[src/rtl/alu_cc_pkg.sv]
// Shared operation codes and flag layout for the word/byte ALU.
// Assumes flags travel packed as {N,Z,V,C}, MSB first.
package alu_cc_pkg;

    localparam int OP_W = 5;

    typedef enum logic [OP_W-1:0] {
        OP_ZERO       = 5'd0,
        OP_INVERT     = 5'd1,
        OP_INC        = 5'd2,
        OP_DEC        = 5'd3,
        OP_NEGATE     = 5'd4,
        OP_ADD_C      = 5'd5,
        OP_SUB_C      = 5'd6,
        OP_TEST       = 5'd7,
        OP_ROT_R      = 5'd8,
        OP_ROT_L      = 5'd9,
        OP_SHR_A      = 5'd10,
        OP_SHL_A      = 5'd11,
        OP_SWAP       = 5'd12,
        OP_SEXT       = 5'd13,
        OP_MOVE       = 5'd14,
        OP_COMPARE    = 5'd15,
        OP_ADD        = 5'd16,
        OP_SUB        = 5'd17,
        OP_AND_TEST   = 5'd18,
        OP_CLEAR_BITS = 5'd19,
        OP_SET_BITS   = 5'd20,
        OP_XOR        = 5'd21
    } alu_op_e;

    typedef struct packed {
        logic n;
        logic z;
        logic v;
        logic c;
    } cc_t;

    // True for operations that go through the shared adder.
    function automatic logic uses_adder(alu_op_e op);
        case (op)
            OP_INC, OP_DEC, OP_NEGATE, OP_ADD_C, OP_SUB_C,
            OP_COMPARE, OP_ADD, OP_SUB: return 1'b1;
            default:                    return 1'b0;
        endcase
    endfunction

endpackage

[src/rtl/alu_cc_arith.sv]
// Adder-based operations on a W-bit lane: increment, decrement, negate,
// add/subtract with carry, add, subtract, compare.
// All of them go through one (W+1)-bit adder whose operands are steered per
// operation. Assumes W >= 2. Outputs are meaningless for other opcodes.
module alu_cc_arith
    import alu_cc_pkg::*;
#(
    parameter int W = 16
) (
    input  alu_op_e        op,
    input  logic [W-1:0]   a,      // destination
    input  logic [W-1:0]   b,      // source
    input  cc_t            cc_in,
    output logic [W-1:0]   res,
    output cc_t            cc_out
);

    logic [W-1:0] x, y;
    logic         ci;
    logic [W:0]   sum;
    logic         co, ovf;

    // Steer adder operands so every operation becomes x + y + ci.
    always_comb begin
        x  = a;
        y  = '0;
        ci = 1'b0;
        case (op)
            OP_INC:     begin x = a;  y = '0;                 ci = 1'b1; end
            OP_DEC:     begin x = a;  y = '1;                 ci = 1'b0; end
            OP_NEGATE:  begin x = '0; y = ~a;                 ci = 1'b1; end
            OP_ADD_C:   begin x = a;  y = '0;                 ci = cc_in.c; end
            OP_SUB_C:   begin x = a;  y = {W{cc_in.c}};       ci = 1'b0; end
            OP_COMPARE: begin x = b;  y = ~a;                 ci = 1'b1; end
            OP_ADD:     begin x = a;  y = b;                  ci = 1'b0; end
            OP_SUB:     begin x = a;  y = ~b;                 ci = 1'b1; end
            default:    begin x = a;  y = '0;                 ci = 1'b0; end
        endcase
    end

    assign sum = {1'b0, x} + {1'b0, y} + {{W{1'b0}}, ci};
    assign co  = sum[W];
    assign ovf = (x[W-1] == y[W-1]) && (sum[W-1] != x[W-1]);

    // Pick the carry rule for each operation; N, Z, V come from the adder.
    always_comb begin
        cc_out.n = sum[W-1];
        cc_out.z = (sum[W-1:0] == '0);
        cc_out.v = ovf;
        case (op)
            OP_ADD, OP_ADD_C:              cc_out.c = co;
            OP_SUB, OP_COMPARE, OP_NEGATE: cc_out.c = ~co;
            OP_SUB_C:                      cc_out.c = cc_in.c & ~co;
            default:                       cc_out.c = cc_in.c;
        endcase
    end

    // Compare only reports flags; the destination goes back unchanged.
    assign res = (op == OP_COMPARE) ? a : sum[W-1:0];

endmodule

[src/rtl/alu_cc_bitops.sv]
// Non-adder operations on a W-bit lane: zero, invert, test, move, bitwise
// set/clear/test/xor, rotates through carry and arithmetic shifts.
// Unknown opcodes return the destination and pass every flag through.
// Assumes W >= 2.
module alu_cc_bitops
    import alu_cc_pkg::*;
#(
    parameter int W = 16
) (
    input  alu_op_e        op,
    input  logic [W-1:0]   a,      // destination
    input  logic [W-1:0]   b,      // source
    input  cc_t            cc_in,
    output logic [W-1:0]   res,
    output cc_t            cc_out
);

    logic [W-1:0] r;
    logic         use_and;   // flags come from a & b rather than the result
    logic         upd_nz;
    logic         v_n, c_n;

    // Compute the result and the V/C policy of each operation.
    always_comb begin
        r       = a;
        use_and = 1'b0;
        upd_nz  = 1'b1;
        v_n     = 1'b0;
        c_n     = cc_in.c;
        case (op)
            OP_ZERO:       begin r = '0;                      c_n = 1'b0; end
            OP_INVERT:     begin r = ~a;                      c_n = 1'b1; end
            OP_TEST:       begin r = a;                       c_n = 1'b0; end
            OP_ROT_R:      begin r = {cc_in.c, a[W-1:1]};     c_n = a[0];
                                 v_n = cc_in.c ^ a[0];                     end
            OP_ROT_L:      begin r = {a[W-2:0], cc_in.c};     c_n = a[W-1];
                                 v_n = a[W-2] ^ a[W-1];                    end
            OP_SHR_A:      begin r = {a[W-1], a[W-1:1]};      c_n = a[0];
                                 v_n = a[W-1] ^ a[0];                      end
            OP_SHL_A:      begin r = {a[W-2:0], 1'b0};        c_n = a[W-1];
                                 v_n = a[W-2] ^ a[W-1];                    end
            OP_MOVE:       r = b;
            OP_AND_TEST:   begin r = a; use_and = 1'b1; end
            OP_CLEAR_BITS: r = a & ~b;
            OP_SET_BITS:   r = a | b;
            OP_XOR:        r = a ^ b;
            default:       begin r = a; upd_nz = 1'b0; v_n = cc_in.v; end
        endcase
    end

    logic [W-1:0] fsrc;
    assign fsrc = use_and ? (a & b) : r;

    // Merge computed N/Z with the V/C chosen above.
    always_comb begin
        cc_out.n = upd_nz ? fsrc[W-1]     : cc_in.n;
        cc_out.z = upd_nz ? (fsrc == '0)  : cc_in.z;
        cc_out.v = v_n;
        cc_out.c = c_n;
    end

    assign res = r;

endmodule

[src/rtl/alu_cc_lane.sv]
// One W-bit execution lane: runs the adder unit and the bit unit side by
// side and forwards whichever one owns the current opcode.
module alu_cc_lane
    import alu_cc_pkg::*;
#(
    parameter int W = 16
) (
    input  alu_op_e        op,
    input  logic [W-1:0]   a,
    input  logic [W-1:0]   b,
    input  cc_t            cc_in,
    output logic [W-1:0]   res,
    output cc_t            cc_out
);

    logic [W-1:0] res_add, res_bit;
    cc_t          cc_add, cc_bit;

    alu_cc_arith #(.W(W)) u_arith (
        .op(op), .a(a), .b(b), .cc_in(cc_in), .res(res_add), .cc_out(cc_add)
    );

    alu_cc_bitops #(.W(W)) u_bitops (
        .op(op), .a(a), .b(b), .cc_in(cc_in), .res(res_bit), .cc_out(cc_bit)
    );

    // Select the unit that implements this opcode.
    always_comb begin
        if (uses_adder(op)) begin
            res    = res_add;
            cc_out = cc_add;
        end else begin
            res    = res_bit;
            cc_out = cc_bit;
        end
    end

endmodule

[src/rtl/alu_cc_unit.sv]
// Word/byte ALU top. A full-width lane and a half-width lane evaluate in
// parallel. The width bit picks one, and the byte result keeps the
// destination's upper half. Byte swap and sign fill are word-only and live
// here. Result and flags are registered once.
// Assumes DATA_W is even and at least 4.
module alu_cc_unit
    import alu_cc_pkg::*;
#(
    parameter int DATA_W = 16
) (
    input  logic              clk,
    input  logic              rst_n,
    input  logic              in_valid,
    input  logic [OP_W-1:0]   op_sel,
    input  logic              byte_mode,
    input  logic [DATA_W-1:0] src_opnd,
    input  logic [DATA_W-1:0] dst_opnd,
    input  logic [3:0]        flags_in,
    output logic              out_valid,
    output logic [DATA_W-1:0] result,
    output logic [3:0]        flags_out
);

    localparam int BYTE_W = DATA_W / 2;
    localparam int N_LANE = 2;

    alu_op_e op;
    cc_t     cc_in;
    assign op    = alu_op_e'(op_sel);
    assign cc_in = cc_t'(flags_in);

    logic [DATA_W-1:0] res_word;
    logic [BYTE_W-1:0] res_byte;
    cc_t               cc_word, cc_byte;

    // Lane 0 is full width, lane 1 is the low half.
    for (genvar g = 0; g < N_LANE; g++) begin : gen_lane
        if (g == 0) begin : g_word
            alu_cc_lane #(.W(DATA_W)) u_lane (
                .op(op), .a(dst_opnd), .b(src_opnd), .cc_in(cc_in),
                .res(res_word), .cc_out(cc_word)
            );
        end else begin : g_byte
            alu_cc_lane #(.W(BYTE_W)) u_lane (
                .op(op), .a(dst_opnd[BYTE_W-1:0]), .b(src_opnd[BYTE_W-1:0]),
                .cc_in(cc_in), .res(res_byte), .cc_out(cc_byte)
            );
        end
    end

    logic [DATA_W-1:0] swapped;
    assign swapped = {dst_opnd[BYTE_W-1:0], dst_opnd[DATA_W-1:BYTE_W]};

    logic [DATA_W-1:0] nxt_res;
    cc_t               nxt_cc;

    // Choose between word-only operations, the byte lane and the word lane.
    always_comb begin
        if (op == OP_SWAP) begin
            nxt_res = swapped;
            nxt_cc  = '{n: swapped[BYTE_W-1], z: (swapped[BYTE_W-1:0] == '0),
                        v: 1'b0, c: 1'b0};
        end else if (op == OP_SEXT) begin
            nxt_res = {DATA_W{cc_in.n}};
            nxt_cc  = '{n: cc_in.n, z: ~cc_in.n, v: 1'b0, c: cc_in.c};
        end else if (byte_mode) begin
            nxt_res = {dst_opnd[DATA_W-1:BYTE_W], res_byte};
            nxt_cc  = cc_byte;
        end else begin
            nxt_res = res_word;
            nxt_cc  = cc_word;
        end
    end

    // Output register: capture on valid, hold otherwise, clear on reset.
    always_ff @(posedge clk) begin
        if (!rst_n) begin
            out_valid <= 1'b0;
            result    <= '0;
            flags_out <= '0;
        end else begin
            out_valid <= in_valid;
            if (in_valid) begin
                result    <= nxt_res;
                flags_out <= nxt_cc;
            end
        end
    end

    AST_VALID_FOLLOWS: assert property (@(posedge clk) disable iff (!rst_n) in_valid |=> out_valid);
    AST_IDLE_HOLD: assert property (@(posedge clk) disable iff (!rst_n) !in_valid |=> (!out_valid && $stable(result) && $stable(flags_out)));
    AST_BYTE_UPPER: assert property (@(posedge clk) disable iff (!rst_n) (in_valid && byte_mode && op != OP_SWAP && op != OP_SEXT) |=> (result[DATA_W-1:BYTE_W] == $past(dst_opnd[DATA_W-1:BYTE_W])));
    AST_ZERO_FLAGS: assert property (@(posedge clk) disable iff (!rst_n) (in_valid && op == OP_ZERO) |=> (flags_out == 4'b0100 && result[BYTE_W-1:0] == '0));
    AST_INVERT_VC: assert property (@(posedge clk) disable iff (!rst_n) (in_valid && op == OP_INVERT) |=> (flags_out[1:0] == 2'b01));
    AST_INCDEC_CARRY: assert property (@(posedge clk) disable iff (!rst_n) (in_valid && (op == OP_INC || op == OP_DEC)) |=> (flags_out[0] == $past(flags_in[0])));
    AST_SHIFT_V: assert property (@(posedge clk) disable iff (!rst_n) (in_valid && (op == OP_ROT_R || op == OP_ROT_L || op == OP_SHR_A || op == OP_SHL_A)) |=> (flags_out[1] == (flags_out[3] ^ flags_out[0])));
    AST_SWAP_VC: assert property (@(posedge clk) disable iff (!rst_n) (in_valid && op == OP_SWAP) |=> (flags_out[1:0] == 2'b00));
    AST_SEXT_FLAGS: assert property (@(posedge clk) disable iff (!rst_n) (in_valid && op == OP_SEXT) |=> (flags_out[3] == $past(flags_in[3]) && flags_out[2] == !$past(flags_in[3]) && flags_out[0] == $past(flags_in[0])));

endmodule

[config.mk]
export PLATFORM = sky130hd
export DESIGN_NAME = alu_cc_unit
export DESIGN_NICKNAME = d
export VERILOG_FILES = /design/src/rtl/alu_cc_pkg.sv /design/src/rtl/alu_cc_arith.sv /design/src/rtl/alu_cc_bitops.sv /design/src/rtl/alu_cc_lane.sv /design/src/rtl/alu_cc_unit.sv
export SDC_FILE = /design/constraint.sdc
export NUM_CORES = 1
export LEC_CHECK = 0
export BUFFER_PORTS_ARGS = -buffer_cell sky130_fd_sc_hd__buf_2
export CORE_ASPECT_RATIO = 2
export CORE_MARGIN = 3
export CORE_UTILIZATION = 56
export DETAILED_ROUTE_END_ITERATION = 7
export GPL_ROUTABILITY_DRIVEN = 0
export GPL_TIMING_DRIVEN = 0
export PLACE_DENSITY = 0.73
export REMOVE_ABC_BUFFERS = 1
export SKIP_CTS_REPAIR_TIMING = 1
export SLEW_MARGIN = 20
export SYNTH_ARGS = -nofsm -noshare
export SYNTH_HDL_FRONTEND = slang
export SYNTH_HIERARCHICAL = 1
export SYNTH_SLANG_ARGS = --single-unit
[constraint.sdc]
create_clock -name clk -period 10.96 [get_ports clk]
set_input_delay 2.192 -clock clk [delete_from_list [all_inputs] [get_ports clk]]
set_output_delay 2.192 -clock clk [all_outputs]
set_load 0.05 [all_outputs]
==> reports/metrics.yaml, run 1 <==
die:
  fp-row-count: 60
  die_h_um: 173.7
  io_pins: 66
  core_um2: 13590
  dieArea_um2: 15600
  die_w_um: 89.84
  initial_core_util_pct: 57.94
layout:
  drive_gt1_share_pct: 18.99
  n_fill_cell: 1323
  mostFrequentLayoutCells: "ha_1 (94), nand2_1 (86), inv_1 (72)"
  fin_nets: 1150
  final_common_cell: "ha_1"
  syn2layout_area_growth_pct: 4.069
  fin_cells: 1192
  fin_util_pct: 60.29
  n_antenna_cell: 0
timing:
  skew_ns: 0
  maxSlewHeadroom_pct: 14.95
  tns_ns: 0
  fin_hold_ws_ns: 0.4811
  slew_violations: 0
  finalCritPeriodShare_pct: 66.92
  period_minus_slack_ns: 7.335
  finalHoldViolCount: 0
  max_freq_ghz: 0.1363
  setup_viol: 0
  rsz0062_at_grt: "false"
  tightest_slew_ns: 1.273
hold_path:
  worstHoldEndpoint: "flags_out[3]"
  worstHoldPathCells: 2
  min_path_type: "flip-flop to flip-flop"
  worstHoldStart: "flags_out[3]"
place:
  dp_hpwl_um: 20210
  dp_cells: 1188
  portBuffers: 65
power_and_ir_drop:
  ir_drop_mv: 0.04601
  power.leakage_nw: 3.645
  clkPwrFrac_pct: 13.5
  p_comb_share_pct: 71.1
  p_switching_w: 0.0002750
  p_per_area_nw_per_um2: 69.11
  p_int_w: 0.0002912
  p_sw_share_pct: 48.57
  power.share.sequential_pct: 15.4
synth:
  yosysSeqAreaShare_pct: 5.340
  syn_inst: 1006
  async_reset_ff_share_pct: 0
  ys_warn_count: 6
  syn_area_um2: 7873
  synth-edff-count: 0
  ys_types: 104
  synthFlopType: "dfxtp_1"
  synth.avg_cell_area_um2: 7.826
  ys_ff_latch: 21
route:
  wl_um: 27440
  via_count: 8245
  drt-initial-drc-count: 660
  drc: 0
  antenna_left: 0
  first_pass_iters: 5
  wl_per_cell_um: 23.02
  vias_per_cell: 6.917
worst_setup_path:
  path_class: "primary input to flip-flop"
  r2r_start: "result[3]"
  reg2reg_depth: 2
  required_ns: 11.08
  critPathSlowestCell: "buf_2"
  crit_path_max_incr_delay_ns: 0.79
  cp_num_buf_inv: 2
  cp_top_family: "simple AND/OR/NAND/NOR gates"
  worstPathMaxFanout: 60
  critPathLaunchType: "primary input"
  worstPathCellList: "buf_2 -> nor2b_1 -> nand4_1 -> o21ai_0 -> fa_1 -> inv_1 -> fa_1 -> nor2b_1 -> o31a_1 -> o21ai_4 -> o21a_2 -> o311ai_2 -> nor4b_2 -> and4b_1 -> mux2_4 -> mux2_2 -> o21bai_1 -> a31oi_1"
  r2r_slack_ns: 10.25
  worstReg2RegEnd: "result[3]"
  crit_cells: 18
  cp.arrival_ns: 7.45
  end_kind: "flip-flop"
global_routing:
  grt_pass1_vias: 7963
  antenna_found_initial: 0
  grt_pass1_wl_um: 42630
  grt_max_degree: 79
  grt_overflow: 0
  groute.usage.overall_pct: 33.63
clock_network:
  clockBufferDepth: 2
  numCtsBuffers: 3
  cts.reportedPaths.clkPinSlew_ns: 0.06
  cts_num_sinks: 21
  insertion_delay_ns: 0.25
  cts_htree_levels: 1
  cts_tree: "done"
  cts_root_buf: "clkbuf_16"
job:
  cap_violations: 0
outcome:
  status: "complete, no violations"
[routing by layer]
metal	GRT usage (%)	vias to the layer above	part of all wire, %
met3	3.345	159	5.9
li1	-	3755	-
met1	34.63	3911	35
met5	0	-	0
met2	61.57	420	50
met4	25.66	0	9.0
[cells by family (layout without fill, tap and decap cells)]
group | count (synthesis) | count (layout) | share of synthesized area (%)
muxes | 87 | 87 | 13.65
adders and majority gates | 98 | 98 | 15.96
xor gates and xnor gates | 45 | 45 | 5.102
DFF | 21 | 21 | 5.340
buffers and inverters | 147 | 147 | 9.170
AOI/OAI and AO/OA | 312 | 312 | 29.58
and+or+nand+nor | 296 | 296 | 21.20
[worst max-delay path by stage]
stage / to / slack (ns) / from
floorplan: flags_out[2] / 4.32 / op_sel[2]
finish: flags_out[2] / 3.63 / op_sel[2]
CTS: flags_out[2] / 3.66 / op_sel[2]
global route: flags_out[0] / 3.36 / op_sel[2]
detailed placement: flags_out[2] / 3.40 / op_sel[2]
global placement: flags_out[2] / 1.37 / op_sel[0]
[layout make-up]
type	count	area [um^2]	share of cell area (%)
inverters	73	274.0	3.345
repair buffers	70	419.2	5.116
clock buffers	4	78.83	0.9621
multi-input cells	838	6768	82.61
flip-flops and latches	21	420.4	5.131
well taps	186	232.7	2.841
[per-stage QoR]
stage	area, um^2	power (W)	setup slack [ns]
final	8193	0.0005662	3.625
after global routing	8193	0.0005981	3.355
after CTS	8193	0.0005583	3.659
after detailed placement	8114	0.0004815	3.400
after global placement	7983	0.0004747	1.371
after floorplan	7425	0.0003498	4.324
[Yosys cell counts, drive strengths merged, types with 10 or more instances]
master,instances,area share [%]
nor4,10,0.99
a32oi,10,1.1
buf,52,4.6
xnor2,35,3.9
dfxtp,21,5.3
mux2i,14,1.8
mux2,73,12
nand2,87,4.2
xor2,10,1.2
and3,11,0.95
a21oi,57,3.7
a31oi,14,1.3
nand2b,17,1.4
o211ai,16,1.8
a22o,32,3.7
nand3,35,2.2
o21ai,60,4.1
ha,94,15
inv,73,3.5
nor3,19,1.2
o221ai,41,4.6
nor3b,13,1.5
nor2,40,2.1
clkbuf,22,1.0
[power groups by stage]
stage | combinational [W] | clock [W] | sequential [W]
after floorplan | 0.000237 | 0 | 0.000113
after global placement | 0.000386 | 0 | 0.0000883
after detailed placement | 0.000393 | 0 | 0.0000885
after CTS | 0.000395 | 0.0000761 | 0.0000869
after global routing | 0.000431 | 0.0000789 | 0.0000880
final | 0.000403 | 0.0000766 | 0.0000869
[tightest hold or removal path, stage by stage, from the launching register on]
cell	delay, ns
dfxtp_1	0.31
nor2_1	0.08
a211oi_1	0.05
[registers in the layout (all words and copies together), names as in the netlist]
name and flops:
result 16, out_valid 1, flags_out 4
Note: power is estimated with default switching activity, not from simulation.
==> run 2, diff against run 1 <==
--- a/config.mk
+++ b/config.mk
@@ -5,6 +5,7 @@
 export SDC_FILE = /design/constraint.sdc
 export NUM_CORES = 1
 export LEC_CHECK = 0
+export ABC_AREA = 1
 export BUFFER_PORTS_ARGS = -buffer_cell sky130_fd_sc_hd__buf_2
 export CORE_ASPECT_RATIO = 2
 export CORE_MARGIN = 3
==> constraint.sdc (replaced) <==
create_clock -name clk -period 7.65 [get_ports clk]
set_input_delay 1.53 -clock clk [delete_from_list [all_inputs] [get_ports clk]]
set_output_delay 1.53 -clock clk [all_outputs]
set_load 0.05 [all_outputs]
==> reports/metrics.yaml, run 2 <==
place:
  portBuffers: 65
  dp_hpwl_um: 23750
timing:
  finalHoldViolCount: 0
  max_freq_ghz: 0.1694
  finalCritPeriodShare_pct: 77.18
  skew_ns: 0
  tns_ns: 0
  rsz0062_at_grt: "false"
  period_minus_slack_ns: 5.905
  setup_viol: 0
  slew_violations: 0
  maxSlewHeadroom_pct: 33.95
  tightest_slew_ns: 0.9907
  fin_hold_ws_ns: 0.4620
clock_network:
  cts_htree_levels: 1
  numCtsBuffers: 3
  cts.reportedPaths.clkPinSlew_ns: 0.06
  insertion_delay_ns: 0.25
  cts_root_buf: "clkbuf_16"
  cts_num_sinks: 21
  cts_tree: "done"
  clockBufferDepth: 2
synth:
  synth_top_family_by_area: "simple AND/OR/NAND/NOR gates"
  syn_inst: 1619
  yosysTopAreaCell: "nand2_1"
  ys_ff_latch: 21
  async_reset_ff_share_pct: 0
  yosysMostFrequentCell: "nand2_1"
  yosysTopAreaCellShare_pct: 23.60
  synth_xor_area_share_pct: 0.5043
  synth.avg_cell_area_um2: 5.363
  synth-edff-count: 0
  ys_warn_count: 6
  synthFlopType: "dfxtp_1"
  syn_area_um2: 8683
  synthMuxAreaShare_pct: 0
  ys_top_cells_by_count: "nand2_1 (546), inv_1 (224), nor2_1 (165)"
  ys_types: 50
  ys_top_cells_by_area: "nand2_1 (24%), ha_1 (14%), inv_1 (9.7%)"
  synth_compound_area_share_pct: 14.97
  synthSimpleGateAreaFrac_pct: 49.93
  synth_adder_area_share_pct: 14.47
  yosysSeqAreaShare_pct: 4.841
worst_setup_path:
  cp-startpoint: "op_sel[4]"
  critPathLaunchType: "primary input"
  path_class: "primary input to flip-flop"
  end_kind: "flip-flop"
  cp_top_family: "simple AND/OR/NAND/NOR gates"
  cp.arrival_ns: 6.09
  critPathSlowestCell: "buf_2"
  cp_num_buf_inv: 5
  crit_path_max_incr_delay_ns: 0.71
  crit_cells: 25
  path_common_cell: "nand2_1"
  worstPathMaxFanout: 32
  required_ns: 7.84
  r2r_start: "result[1]"
  reg2reg_depth: 2
  r2r_slack_ns: 6.94
die:
  core_um2: 14980
  die_w_um: 94.05
  io_pins: 66
  dieArea_um2: 17130
  fp-row-count: 63
  die_h_um: 182.1
  initial_core_util_pct: 57.98
global_routing:
  groute.usage.overall_pct: 35.17
  grt_overflow: 0
  antenna_found_initial: 0
  grt_pass1_wl_um: 48510
  grt_max_degree: 41
  grt_pass1_vias: 9942
power_and_ir_drop:
  ir_drop_mv: 0.1000
  p_per_area_nw_per_um2: 96.77
  power.leakage_nw: 5.271
route:
  drc: 0
  wl_per_cell_um: 16.80
  via_count: 10500
  first_pass_iters: 6
  drt-initial-drc-count: 713
  antenna_left: 0
  wl_um: 30770
  vias_per_cell: 5.730
hold_path:
  min_path_type: "flip-flop to flip-flop"
  worstHoldStart: "result[7]"
  worstHoldPathCells: 2
layout:
  ff_latch_area_um2: 420.4
  multi_input_area_um2: 6935
  syn2layout_area_growth_pct: 3.141
  largest_register: "result"
  n_antenna_cell: 0
  fin_util_pct: 59.80
  fin_nets: 1781
  reg_top3: "result x16, flags_out x4, out_valid x1"
  n_fill_cell: 1652
  mostFrequentLayoutCells: "nand2_1 (546), inv_1 (224), nor2_1 (165)"
  drive_gt1_share_pct: 13.07
  final_common_cell: "nand2_1"
  largest_reg_flops: 16
job:
  cap_violations: 0
outcome:
  status: "complete, no violations"
==> run 2: power breakdown <==
| part | internal (W) | leakage [nW] | switching [W] |
|---|---|---|---|
| sequential | 0.000119 | 0.174 | 0.00000447 |
| combinational | 0.000189 | 5.06 | 0.000442 |
| clock | 0.0000707 | 0.0371 | 0.0000414 |
==> run 2: path summary, 6_finish.rpt <==
kind,endpoint
max reg2reg,result[1]
max,flags_out[0]
min reg2reg,result[7]
min,result[7]
==> run 2: final cells by class <==
class	instances	area share, %
well taps	195	2.724
inverters	250	10.59
clock inverters	1	0.08382
repair buffers	65	3.632
flip-flops and latches	21	4.694
clock buffers	3	0.8382
multi-input cells	1297	77.44
==> run 2: worst register-to-register path: cells and delay by family, from the launching register on <==
kind | cells | cell delay (ns)
flip-flops | 1 | 0.31
AO/OA/AOI/OAI | 2 | 0.27
==> run 2: layer usage <==
metal | vias up | share of wire [%] | GRT usage [%] | routed length (um)
li1 | 5130 | - | - | -
met1 | 4713 | 34 | 36.01 | 10590
met2 | 476 | 52 | 65.02 | 15980
met3 | 179 | 5.9 | 2.764 | 1803
met4 | 0 | 7.8 | 24.59 | 2394
met5 | - | 0 | 0 | 0
==> run 2: cells by family (layout without fill, tap and decap cells) <==
family / count (synthesis) / count (layout)
buffers and inverters: 301 / 319
adder cells (fa/ha/maj): 98 / 98
XOR/XNOR: 5 / 5
AND/OR/NAND/NOR: 979 / 979
flip-flops: 21 / 21
AO/OA/AOI/OAI: 215 / 215
==> run 2: per-stage QoR <==
stage          cell area [um^2]  power (W)  setup WS (ns)  std cells
2_1_floorplan              8304  0.0005501          3.185       1568
6_report                   8956  0.0008667          1.745       1832
3_3_place_gp               8874  0.0007346          1.610       1828
3_5_place_dp               8874  0.0007431          1.567       1828
4_1_cts                    8956  0.0008564          1.823       1832
5_1_grt                    8956  0.0009404          1.422       1832
